## src/rtl/evt_irq_pkg.sv

```systemverilog
package evt_irq_pkg;

   // Word address of the event flag register
   localparam int unsigned EVT_ADDR = 0;

   // Address of line k's set-enable register
   function automatic int unsigned set_addr(input int unsigned line);
      return 2 * line + 1;
   endfunction

   // Address of line k's clear-enable register
   function automatic int unsigned clr_addr(input int unsigned line);
      return 2 * line + 2;
   endfunction

   // Number of word addresses in use
   function automatic int unsigned addr_span(input int unsigned lines);
      return 2 * lines + 1;
   endfunction

endpackage

```

## src/rtl/evt_flag_latch.sv

```systemverilog
module evt_flag_latch #(
   parameter int unsigned NUM_CH = 8,
   localparam int unsigned EVT_W = NUM_CH + 1
) (
   input  logic              clk,
   input  logic              rst_n,
   input  logic [NUM_CH-1:0] ch_evt_i,
   input  logic              port_det_i,
   input  logic              sw_wr_i,
   input  logic [EVT_W-1:0]  sw_data_i,
   output logic [EVT_W-1:0]  flags_o,
   output logic [EVT_W-1:0]  route_o
);

   logic             det_q;
   logic             port_rise;
   logic [EVT_W-1:0] hw_set;
   logic [EVT_W-1:0] flags_q;
   logic [EVT_W-1:0] flags_d;
   logic [EVT_W-1:0] route_q;

   assign port_rise = port_det_i & ~det_q;
   assign hw_set    = {port_rise, ch_evt_i};

   // hardware set dominates a same-cycle software write
   always_comb begin
      if (sw_wr_i) flags_d = sw_data_i | hw_set;
      else         flags_d = flags_q | hw_set;
   end

   always_ff @(posedge clk or negedge rst_n) begin
      if (!rst_n) begin
         det_q   <= 1'b0;
         flags_q <= '0;
         route_q <= '0;
      end else begin
         det_q   <= port_det_i;
         flags_q <= flags_d;
         route_q <= hw_set;
      end
   end

   assign flags_o = flags_q;
   assign route_o = route_q;

   genvar gi;
   generate
      for (gi = 0; gi < NUM_CH; gi++) begin : g_ch_chk

         ch_sets_flag_chk: assert property (@(posedge clk) disable iff (!rst_n)
            ch_evt_i[gi] |=> (flags_o[gi] && route_o[gi]));
      end
   endgenerate


   port_fall_quiet_chk: assert property (@(posedge clk) disable iff (!rst_n)
      (!sw_wr_i && !flags_o[NUM_CH] && !(port_det_i && !det_q)) |=> !flags_o[NUM_CH]);


   hw_wins_chk: assert property (@(posedge clk) disable iff (!rst_n)
      (sw_wr_i && ch_evt_i[0] && !sw_data_i[0]) |=> flags_o[0]);

endmodule

```

## src/rtl/en_mask_bank.sv

```systemverilog
module en_mask_bank #(
   parameter int unsigned NUM_LINES = 2,
   parameter int unsigned EVT_W     = 9
) (
   input  logic                             clk,
   input  logic                             rst_n,
   input  logic [NUM_LINES-1:0]             set_wr_i,
   input  logic [NUM_LINES-1:0]             clr_wr_i,
   input  logic [EVT_W-1:0]                 bits_i,
   output logic [NUM_LINES-1:0][EVT_W-1:0]  mask_o
);

   genvar gk;
   generate
      for (gk = 0; gk < NUM_LINES; gk++) begin : g_line
         logic [EVT_W-1:0] mask_q;

         always_ff @(posedge clk or negedge rst_n) begin
            if (!rst_n)            mask_q <= '0;
            else if (set_wr_i[gk]) mask_q <= mask_q | bits_i;
            else if (clr_wr_i[gk]) mask_q <= mask_q & ~bits_i;
         end

         assign mask_o[gk] = mask_q;


         set_adds_chk: assert property (@(posedge clk) disable iff (!rst_n)
            set_wr_i[gk] |=> ((mask_o[gk] & $past(bits_i)) == $past(bits_i)));

         clr_drops_chk: assert property (@(posedge clk) disable iff (!rst_n)
            (clr_wr_i[gk] && !set_wr_i[gk]) |=> ((mask_o[gk] & $past(bits_i)) == '0));

         idle_hold_chk: assert property (@(posedge clk) disable iff (!rst_n)
            (!set_wr_i[gk] && !clr_wr_i[gk]) |=> $stable(mask_o[gk]));
      end
   endgenerate

endmodule

```

## src/rtl/irq_reduce.sv

```systemverilog
module irq_reduce #(
   parameter int unsigned NUM_LINES = 2,
   parameter int unsigned EVT_W     = 9,
   parameter bit          IRQ_REG   = 1'b0
) (
   input  logic                            clk,
   input  logic                            rst_n,
   input  logic [EVT_W-1:0]                flags_i,
   input  logic [NUM_LINES-1:0][EVT_W-1:0] mask_i,
   output logic [NUM_LINES-1:0]            irq_o
);

   logic [NUM_LINES-1:0] hit;

   genvar gk;
   generate
      for (gk = 0; gk < NUM_LINES; gk++) begin : g_hit
         assign hit[gk] = |(flags_i & mask_i[gk]);
      end

      if (IRQ_REG) begin : g_reg
         logic [NUM_LINES-1:0] irq_q;
         always_ff @(posedge clk or negedge rst_n) begin
            if (!rst_n) irq_q <= '0;
            else        irq_q <= hit;
         end
         assign irq_o = irq_q;
      end else begin : g_comb
         logic unused_clk_rst;
         assign unused_clk_rst = clk ^ rst_n;
         assign irq_o = hit;
      end
   endgenerate

endmodule

```

## src/rtl/evt_irq_agg.sv

```systemverilog
module evt_irq_agg
   import evt_irq_pkg::*;
#(
   parameter int unsigned NUM_CH    = 8,
   parameter int unsigned NUM_LINES = 2,
   parameter int unsigned DATA_W    = 32,
   parameter bit          IRQ_REG   = 1'b0,
   localparam int unsigned EVT_W    = NUM_CH + 1,
   localparam int unsigned ADDR_W   = $clog2(addr_span(NUM_LINES) + 1)
) (
   input  logic                 clk,
   input  logic                 rst_n,
   input  logic [NUM_CH-1:0]    ch_evt_i,
   input  logic                 port_det_i,
   input  logic                 wr_en_i,
   input  logic [ADDR_W-1:0]    addr_i,
   input  logic [DATA_W-1:0]    wdata_i,
   output logic [DATA_W-1:0]    rdata_o,
   output logic [NUM_LINES-1:0] irq_o,
   output logic [EVT_W-1:0]     route_o
);

   generate
      if (NUM_CH < 1 || EVT_W > DATA_W) begin : g_bad_width
         $error("evt_irq_agg: NUM_CH must be 1..DATA_W-1");
      end
      if (NUM_LINES < 1) begin : g_bad_lines
         $error("evt_irq_agg: NUM_LINES must be at least 1");
      end
      if (DATA_W > EVT_W) begin : g_hi
         logic unused_wr_hi;
         assign unused_wr_hi = ^wdata_i[DATA_W-1:EVT_W];
      end
   endgenerate

   logic [EVT_W-1:0]                 bits;
   logic                             evt_wr;
   logic [NUM_LINES-1:0]             set_wr;
   logic [NUM_LINES-1:0]             clr_wr;
   logic [EVT_W-1:0]                 flags;
   logic [NUM_LINES-1:0][EVT_W-1:0]  mask;

   assign bits   = wdata_i[EVT_W-1:0];
   assign evt_wr = wr_en_i && (addr_i == ADDR_W'(EVT_ADDR));

   always_comb begin
      set_wr = '0;
      clr_wr = '0;
      for (int k = 0; k < NUM_LINES; k++) begin
         set_wr[k] = wr_en_i && (addr_i == ADDR_W'(set_addr(k)));
         clr_wr[k] = wr_en_i && (addr_i == ADDR_W'(clr_addr(k)));
      end
   end

   evt_flag_latch #(
      .NUM_CH (NUM_CH)
   ) u_latch (
      .clk        (clk),
      .rst_n      (rst_n),
      .ch_evt_i   (ch_evt_i),
      .port_det_i (port_det_i),
      .sw_wr_i    (evt_wr),
      .sw_data_i  (bits),
      .flags_o    (flags),
      .route_o    (route_o)
   );

   en_mask_bank #(
      .NUM_LINES (NUM_LINES),
      .EVT_W     (EVT_W)
   ) u_masks (
      .clk      (clk),
      .rst_n    (rst_n),
      .set_wr_i (set_wr),
      .clr_wr_i (clr_wr),
      .bits_i   (bits),
      .mask_o   (mask)
   );

   irq_reduce #(
      .NUM_LINES (NUM_LINES),
      .EVT_W     (EVT_W),
      .IRQ_REG   (IRQ_REG)
   ) u_reduce (
      .clk     (clk),
      .rst_n   (rst_n),
      .flags_i (flags),
      .mask_i  (mask),
      .irq_o   (irq_o)
   );

   always_comb begin
      rdata_o = '0;
      if (addr_i == ADDR_W'(EVT_ADDR)) rdata_o[EVT_W-1:0] = flags;
      for (int k = 0; k < NUM_LINES; k++) begin
         if (addr_i == ADDR_W'(set_addr(k)) || addr_i == ADDR_W'(clr_addr(k)))
            rdata_o[EVT_W-1:0] = mask[k];
      end
   end


   no_flag_no_irq_chk: assert property (@(posedge clk) disable iff (!rst_n)
      (!IRQ_REG && flags == '0) |-> (irq_o == '0));

   stray_addr_chk: assert property (@(posedge clk) disable iff (!rst_n)
      (wr_en_i && 32'(addr_i) >= addr_span(NUM_LINES)) |=> $stable(mask));

endmodule

```

## config.mk

```make
export PLATFORM = sky130hd
export DESIGN_NAME = evt_irq_agg
export DESIGN_NICKNAME = d
export VERILOG_FILES = /design/src/rtl/evt_irq_pkg.sv /design/src/rtl/evt_flag_latch.sv /design/src/rtl/en_mask_bank.sv /design/src/rtl/irq_reduce.sv /design/src/rtl/evt_irq_agg.sv
export SDC_FILE = /design/constraint.sdc
export NUM_CORES = 1
export LEC_CHECK = 0
export BUFFER_PORTS_ARGS = -buffer_cell sky130_fd_sc_hd__clkbuf_2
export CORE_MARGIN = 8
export CORE_UTILIZATION = 45
export CTS_CLUSTER_SIZE = 30
export DETAILED_ROUTE_END_ITERATION = 10
export PLACE_DENSITY_LB_ADDON = 0.2
export SLEW_MARGIN = 20
export SYNTH_ARGS = -nofsm -noshare
export SYNTH_HDL_FRONTEND = slang
export SYNTH_SLANG_ARGS = --single-unit
```

## constraint.sdc

```tcl
create_clock -name clk -period 2.5 [get_ports clk]
set_input_delay 0.25 -clock clk [delete_from_list [all_inputs] [get_ports clk]]
set_output_delay 0.25 -clock clk [all_outputs]
set_load 0.005 [all_outputs]
```

==> run metrics, run 1 <==
mapped cell area 2100 sq um; setup repair bufs after CTS 0; die height 84.2 um; met2 Use GR 0.220; number of DRC markers in iteration 0 151; Worst VDD drop 286 uV; Crit. End Element output port; Max Buffers Root-to-Sink 2; layout cell share with drive strength beyond 1 0.230; Worst path max stage delay 630 ps; gr busiest metal met2; final net count 298; reg-to-reg endpoint u_latch.flags_o[4]; Final setup viols 0; CP bufs+invs 2; reg2reg start u_latch.flags_o[4]; synthesized instance count 207; total of max-cap violations 0; PD cells 552 nW/um^2; GRT Total Usage 0.150; drt first pass iters 4; Final GP Congestion 0.773; maximum number of pins on one net before global-route repair 38; Die ar. 7100 sq um; RSZ-0062 raised after global routing false; IO Port Bufs 43; Setup crit start kind input port; run status finished clean; clock latency at the later pin of the worst-skew pair 290 ps; Reg2Reg Depth 2; grt met1 use 0.203; die width 84.2 um; final WL 5240 um; vias 1,657; grt total ovfl 0; r2r setup slk 1540 ps; Antenna Cells 0; critical path, cell by cell clkbuf_2 -> nor3b_2 -> a2bb2oi_1 -> o21ai_0 -> clkbuf_2; WL/cell 17.1 um; DRC 0; post-synthesis sequential area ratio 0.442; top cell family by delay on the critical path simple AND/OR/NAND/NOR gates; FILL cells 435; CTS tree yes; initial antenna violation count 0; routed vias/inst 5.42; Leak 1.07 nW; Num CTS Buffers 5; Seq cells post-synth 37; antenna viol nets, final 0; post-CTS resize count 0; Hold Fails Final Rpt 0; CP required 2250 ps; WS Path Type input port to output port; Slew headroom 0.434; DPL Wire Length 3730 um; first-pass GRT wire length 8670 um; CTS clk-pin slew, worst paths 80 ps; most common cell after layout, fill and taps aside clkbuf_2; Final period util 0.706; CP most frequent cell clkbuf_2; initial core utilization 0.456; worst-margin pin slew 849 ps; num ports 90; worst setup margin 735 ps; Final TNS setup 0 ps; CP max-delay cell nor3b_2; Core Region 4600 sq um; met3 usage 0.0310; Avg Cell Area, Syn 10.1 sq um; worst path arrival time 1520 ps; Max Clk Rate 566 MHz; crit-path max FO 14; count of different cell masters after synthesis 29; skew final 0.471 ps; CTS H-tree depth 2; Setup WS pre-CTS 737 ps; vias in the first global route 1,662; commonest non-fill, non-tap cells in the layout clkbuf_2, dfrtp_1, o21ai_0; Sequential cell area 926 sq um; Cell Rows 25; minimum clock period 1770 ps; max-slew violations 0; synth-to-layout area growth 13.0%; YS warnings 0; hold buffers post-CTS 0; Hold/Removal Path Class input port to async pin; clk sink count 37; area occupied by multi-input gates 1020 sq um; clk root buf clkbuf_8
==> final cells by class <==
type | count | share of cell area
timing repair buffer | 47 | 0.104
sequential | 37 | 0.391
multi-input combinational | 159 | 0.432
clock buffer | 7 | 0.0407
tap | 54 | 0.0285
clock inverter | 1 | 0.00211
inverter | 1 | 0.00159
==> worst max path at each step <==
| stage | start | to | cells after the start |
|---|---|---|---|
| 6_report | addr_i[1] | rdata_o[7] | 5 |
| 5_1_grt | addr_i[1] | rdata_o[7] | 5 |
| 4_1_cts | addr_i[1] | rdata_o[7] | 5 |
| 3_5_place_dp | addr_i[0] | register | 5 |
| 3_3_place_gp | addr_i[1] | rdata_o[7] | 5 |
| 2_1_floorplan | addr_i[0] | rdata_o[7] | 5 |
==> worst reg2reg max path, stage by stage (launching register included) <==
cell and delay [ps]:
dfrtp_1 430, nor2b_1 150, a211o_1 270
==> Yosys cell counts <==
master	instances	area, sq um
mux2i_1	18	180
inv_1	1	3.75
a22o_1	2	17.5
o22ai_1	8	50.1
o2bb2ai_1	3	26.3
or2_2	1	6.26
buf_6	1	11.3
and3b_1	2	17.5
nor4b_4	1	23.8
buf_2	3	15.0
nor3b_2	1	12.5
a221oi_1	2	17.5
nand2b_1	10	62.6
nor2b_1	10	62.6
clkbuf_1	2	7.51
a21oi_1	18	90.1
a22oi_1	2	15.0
buf_4	25	188
dfrtp_1	37	926
a211o_1	9	78.8
buf_1	1	3.75
or2b_1	1	7.51
conb_1	1	3.75
nand2_1	4	15.0
a222oi_1	2	20.0
nand3_1	2	10.0
a2bb2oi_1	1	8.76
o21ai_0	31	155
a21o_1	8	60.1
==> layer usage <==
layer / vias to the layer above / share of wire
met2: 55 / 0.48
li1: 803 / -
met1: 791 / 0.46
met4: 0 / 0.017
met5: - / 0
met3: 8 / 0.047
==> where the power goes <==
group | total [mW] | switching [mW] | internal, mW
logic | 0.193 | 0.111 | 0.0824
clock network | 0.464 | 0.215 | 0.249
registers | 0.650 | 0.0257 | 0.625
==> metrics by stage <==
step,util,total power [mW],hold slack [ps],area (sq um),instances
floorplan,-,0.788,-45.6,2180,229
global placement,0.493,0.852,372,2270,298
detailed placement,0.493,0.855,376,2270,298
CTS,0.515,1.32,62.2,2370,306
global route,0.515,1.37,61.5,2370,306
finish,0.515,1.31,57.8,2370,306
==> cells by family after synthesis <==
logic type	share of synthesized area
and+or+nand+nor	0.104
AOI/OAI and AO/OA	0.257
buffers and inverters	0.109
muxes	0.0860
other	0.00179
DFF	0.442
Note: power is estimated with default switching activity, not from simulation.
==> run 2, diff against run 1 <==
--- a/config.mk
+++ b/config.mk
@@ -7,7 +7,7 @@
 export LEC_CHECK = 0
 export BUFFER_PORTS_ARGS = -buffer_cell sky130_fd_sc_hd__clkbuf_2
 export CORE_MARGIN = 8
-export CORE_UTILIZATION = 45
+export CORE_UTILIZATION = 43
 export CTS_CLUSTER_SIZE = 30
 export DETAILED_ROUTE_END_ITERATION = 10
 export PLACE_DENSITY_LB_ADDON = 0.2
==> constraint.sdc (replaced) <==
create_clock -name clk -period 1.6 [get_ports clk]
set_input_delay 0.16 -clock clk [delete_from_list [all_inputs] [get_ports clk]]
set_output_delay 0.16 -clock clk [all_outputs]
set_load 0.005 [all_outputs]
==> run metrics, run 2 (synthesis results as in run 1) <==
Sequential cell area 926 sq um (unchanged); crit-path max FO 3 (-11); initial antenna violation count 0 (unchanged); Antenna Cells 0 (unchanged); antenna viol nets, final 0 (unchanged); drt first pass iters 4 (unchanged); worst-margin pin slew 700 ps (-149 ps); CTS clk-pin slew, worst paths 80 ps (about the same); layout cell share with drive strength beyond 1 0.248 (+0.0180); PD cells 779 nW/um^2 (+41%); clock latency at the later pin of the worst-skew pair 290 ps (about the same); hold_ws 131 ps (+73.4 ps); Core Region 4720 sq um (+2.7%); worst setup margin 43.1 ps (-691 ps); Setup crit start kind register; Final GP Congestion 0.815 (+5.5%); area occupied by multi-input gates 1040 sq um (+1.2%); first-pass GRT wire length 9200 um (+6.1%); Slew headroom 0.533 (+0.0991); placed inst area 2340 sq um (+3.1%); Cell Rows 25 (unchanged); initial core utilization 0.444 (-0.0121); vias 1,754 (+5.9%); synth-to-layout area growth 22.3%; WS Path Type register to output port; WL/cell 16.6 um (-3.3%); die width 85.8 um (+1.9%); DPL Wire Length 3920 um (+5.1%); number of DRC markers in iteration 0 150 (-0.66%); CTS tree yes; IO Port Bufs 43 (unchanged); Die ar. 7360 sq um (+3.8%); vias in the first global route 1,821 (+9.6%); Hold/Removal Path Class input port to register; GRT Total Usage 0.158 (+0.00853); CP required 1440 ps (-810 ps); Worst VDD drop 345 uV (+21%); FILL cells 441 (+1.4%); DRC 0 (unchanged); Pwr Total 2.00 mW (+53%); Leak 1.15 nW (+7.0%); run status finished clean; skew final 0.134 ps (-0.337 ps); Max Buffers Root-to-Sink 2 (unchanged); Max Clk Rate 642 MHz; total of max-cap violations 0 (unchanged); CTS H-tree depth 2 (unchanged); Num CTS Buffers 5 (unchanged); Hold Fails Final Rpt 0 (unchanged); final net count 316 (+6.0%); Crit. End Element output port; Final Cell Area 2560 sq um (+8.2%); worst path arrival time 1400 ps (-120 ps); clk root buf clkbuf_8; Final setup viols 0 (unchanged); maximum number of pins on one net before global-route repair 22 (-42%); grt total ovfl 0 (unchanged); num ports 90 (unchanged); die height 85.8 um (+1.9%); Final period util 0.973; commonest non-fill, non-tap cells in the layout clkbuf_2, dfrtp_1, o21ai_0; Final TNS setup 0 ps (unchanged); routed vias/inst 5.20 (-3.9%); Setup WS pre-CTS 136 ps (-601 ps); RSZ-0062 raised after global routing true; most common cell after layout, fill and taps aside clkbuf_2; minimum clock period 1560 ps; max-slew violations 0 (unchanged); clk sink count 37 (unchanged); final WL 5580 um (+6.5%)
## run 2: cell count changes in the layout (fill, tap and decap cells not counted), moves of 2 or more
cell	delta
buf_4	+6
clkbuf_8	-2
dlygate4sd3_1	+10
a221oi_1	-2
a221oi_2	+2
buf_12	+2
## run 2: report_power, final
group | total [mW] | internal, mW | switching [mW] | leakage, nW
Sequential | 1.02 | 0.976 | 0.0417 | 0.365
Combinational | 0.344 | 0.161 | 0.184 | 0.739
Clock | 0.633 | 0.302 | 0.331 | 0.0450
Total | 2.00 | 1.44 | 0.557 | 1.15
## run 2: area by class of cell
type / instances / area share
multi-input combinational: 159 / 0.404
sequential: 37 / 0.361
timing repair buffer: 65 / 0.168
tap: 67 / 0.0327
clock buffer: 6 / 0.0283
clock inverter: 2 / 0.00391
inverter: 1 / 0.00146
## run 2: path summary, 6_finish.rpt
| kind | from | endpoint | slack [ps] | cells after the start |
|---|---|---|---|---|
| hold / removal | wdata_i[5] | u_latch.flags_o[5] | 130 | 2 |
| setup reg to reg | u_latch.flags_o[0] | u_latch.flags_o[0] | 650 | 2 |
| setup / recovery | u_latch.flags_o[4] | irq_o[1] | 40 | 4 |
| hold reg to reg | u_latch.det_q | u_latch.route_o[8] | 410 | 1 |
| min in group asynchronous | rst_n | u_latch.route_o[8] | 340 | 2 |
| max in group asynchronous | rst_n | async pin | 790 | 3 |
## run 2: through the flow
| stage | util | std cells |
|---|---|---|
| after floorplan | - | 229 |
| after global placement | 0.495 | 315 |
| after detailed placement | 0.495 | 315 |
| after CTS | 0.536 | 334 |
| after global routing | 0.543 | 337 |
| final | 0.543 | 337 |
## run 2: what timing repair did
item / in CTS / in global routing
endpoints found under the hold margin: 25 / 0
gates resized for setup: 1 / 2
hold buffers: 10 / 0
pin swaps: 0 / 4
gates cloned: 0 / 0
buffers inserted: 1 / 3
endpoints found under the setup margin: 2 / 2
## run 2: worst max-delay path, cell delays in order (launching register included)
cell	delay (ps)
dfrtp_1	410
a22o_1	250
a221oi_2	190
nand3_1	120
buf_2	150
## run 2: layer usage
metal  global-route usage  share of wire  vias to the layer above
met2                0.262           0.49                       64
met3               0.0344          0.068                        4
met4               0.0525          0.010                        0
met1                0.198           0.43                      847
li1                     -              -                      839
met5                    0              0                        -
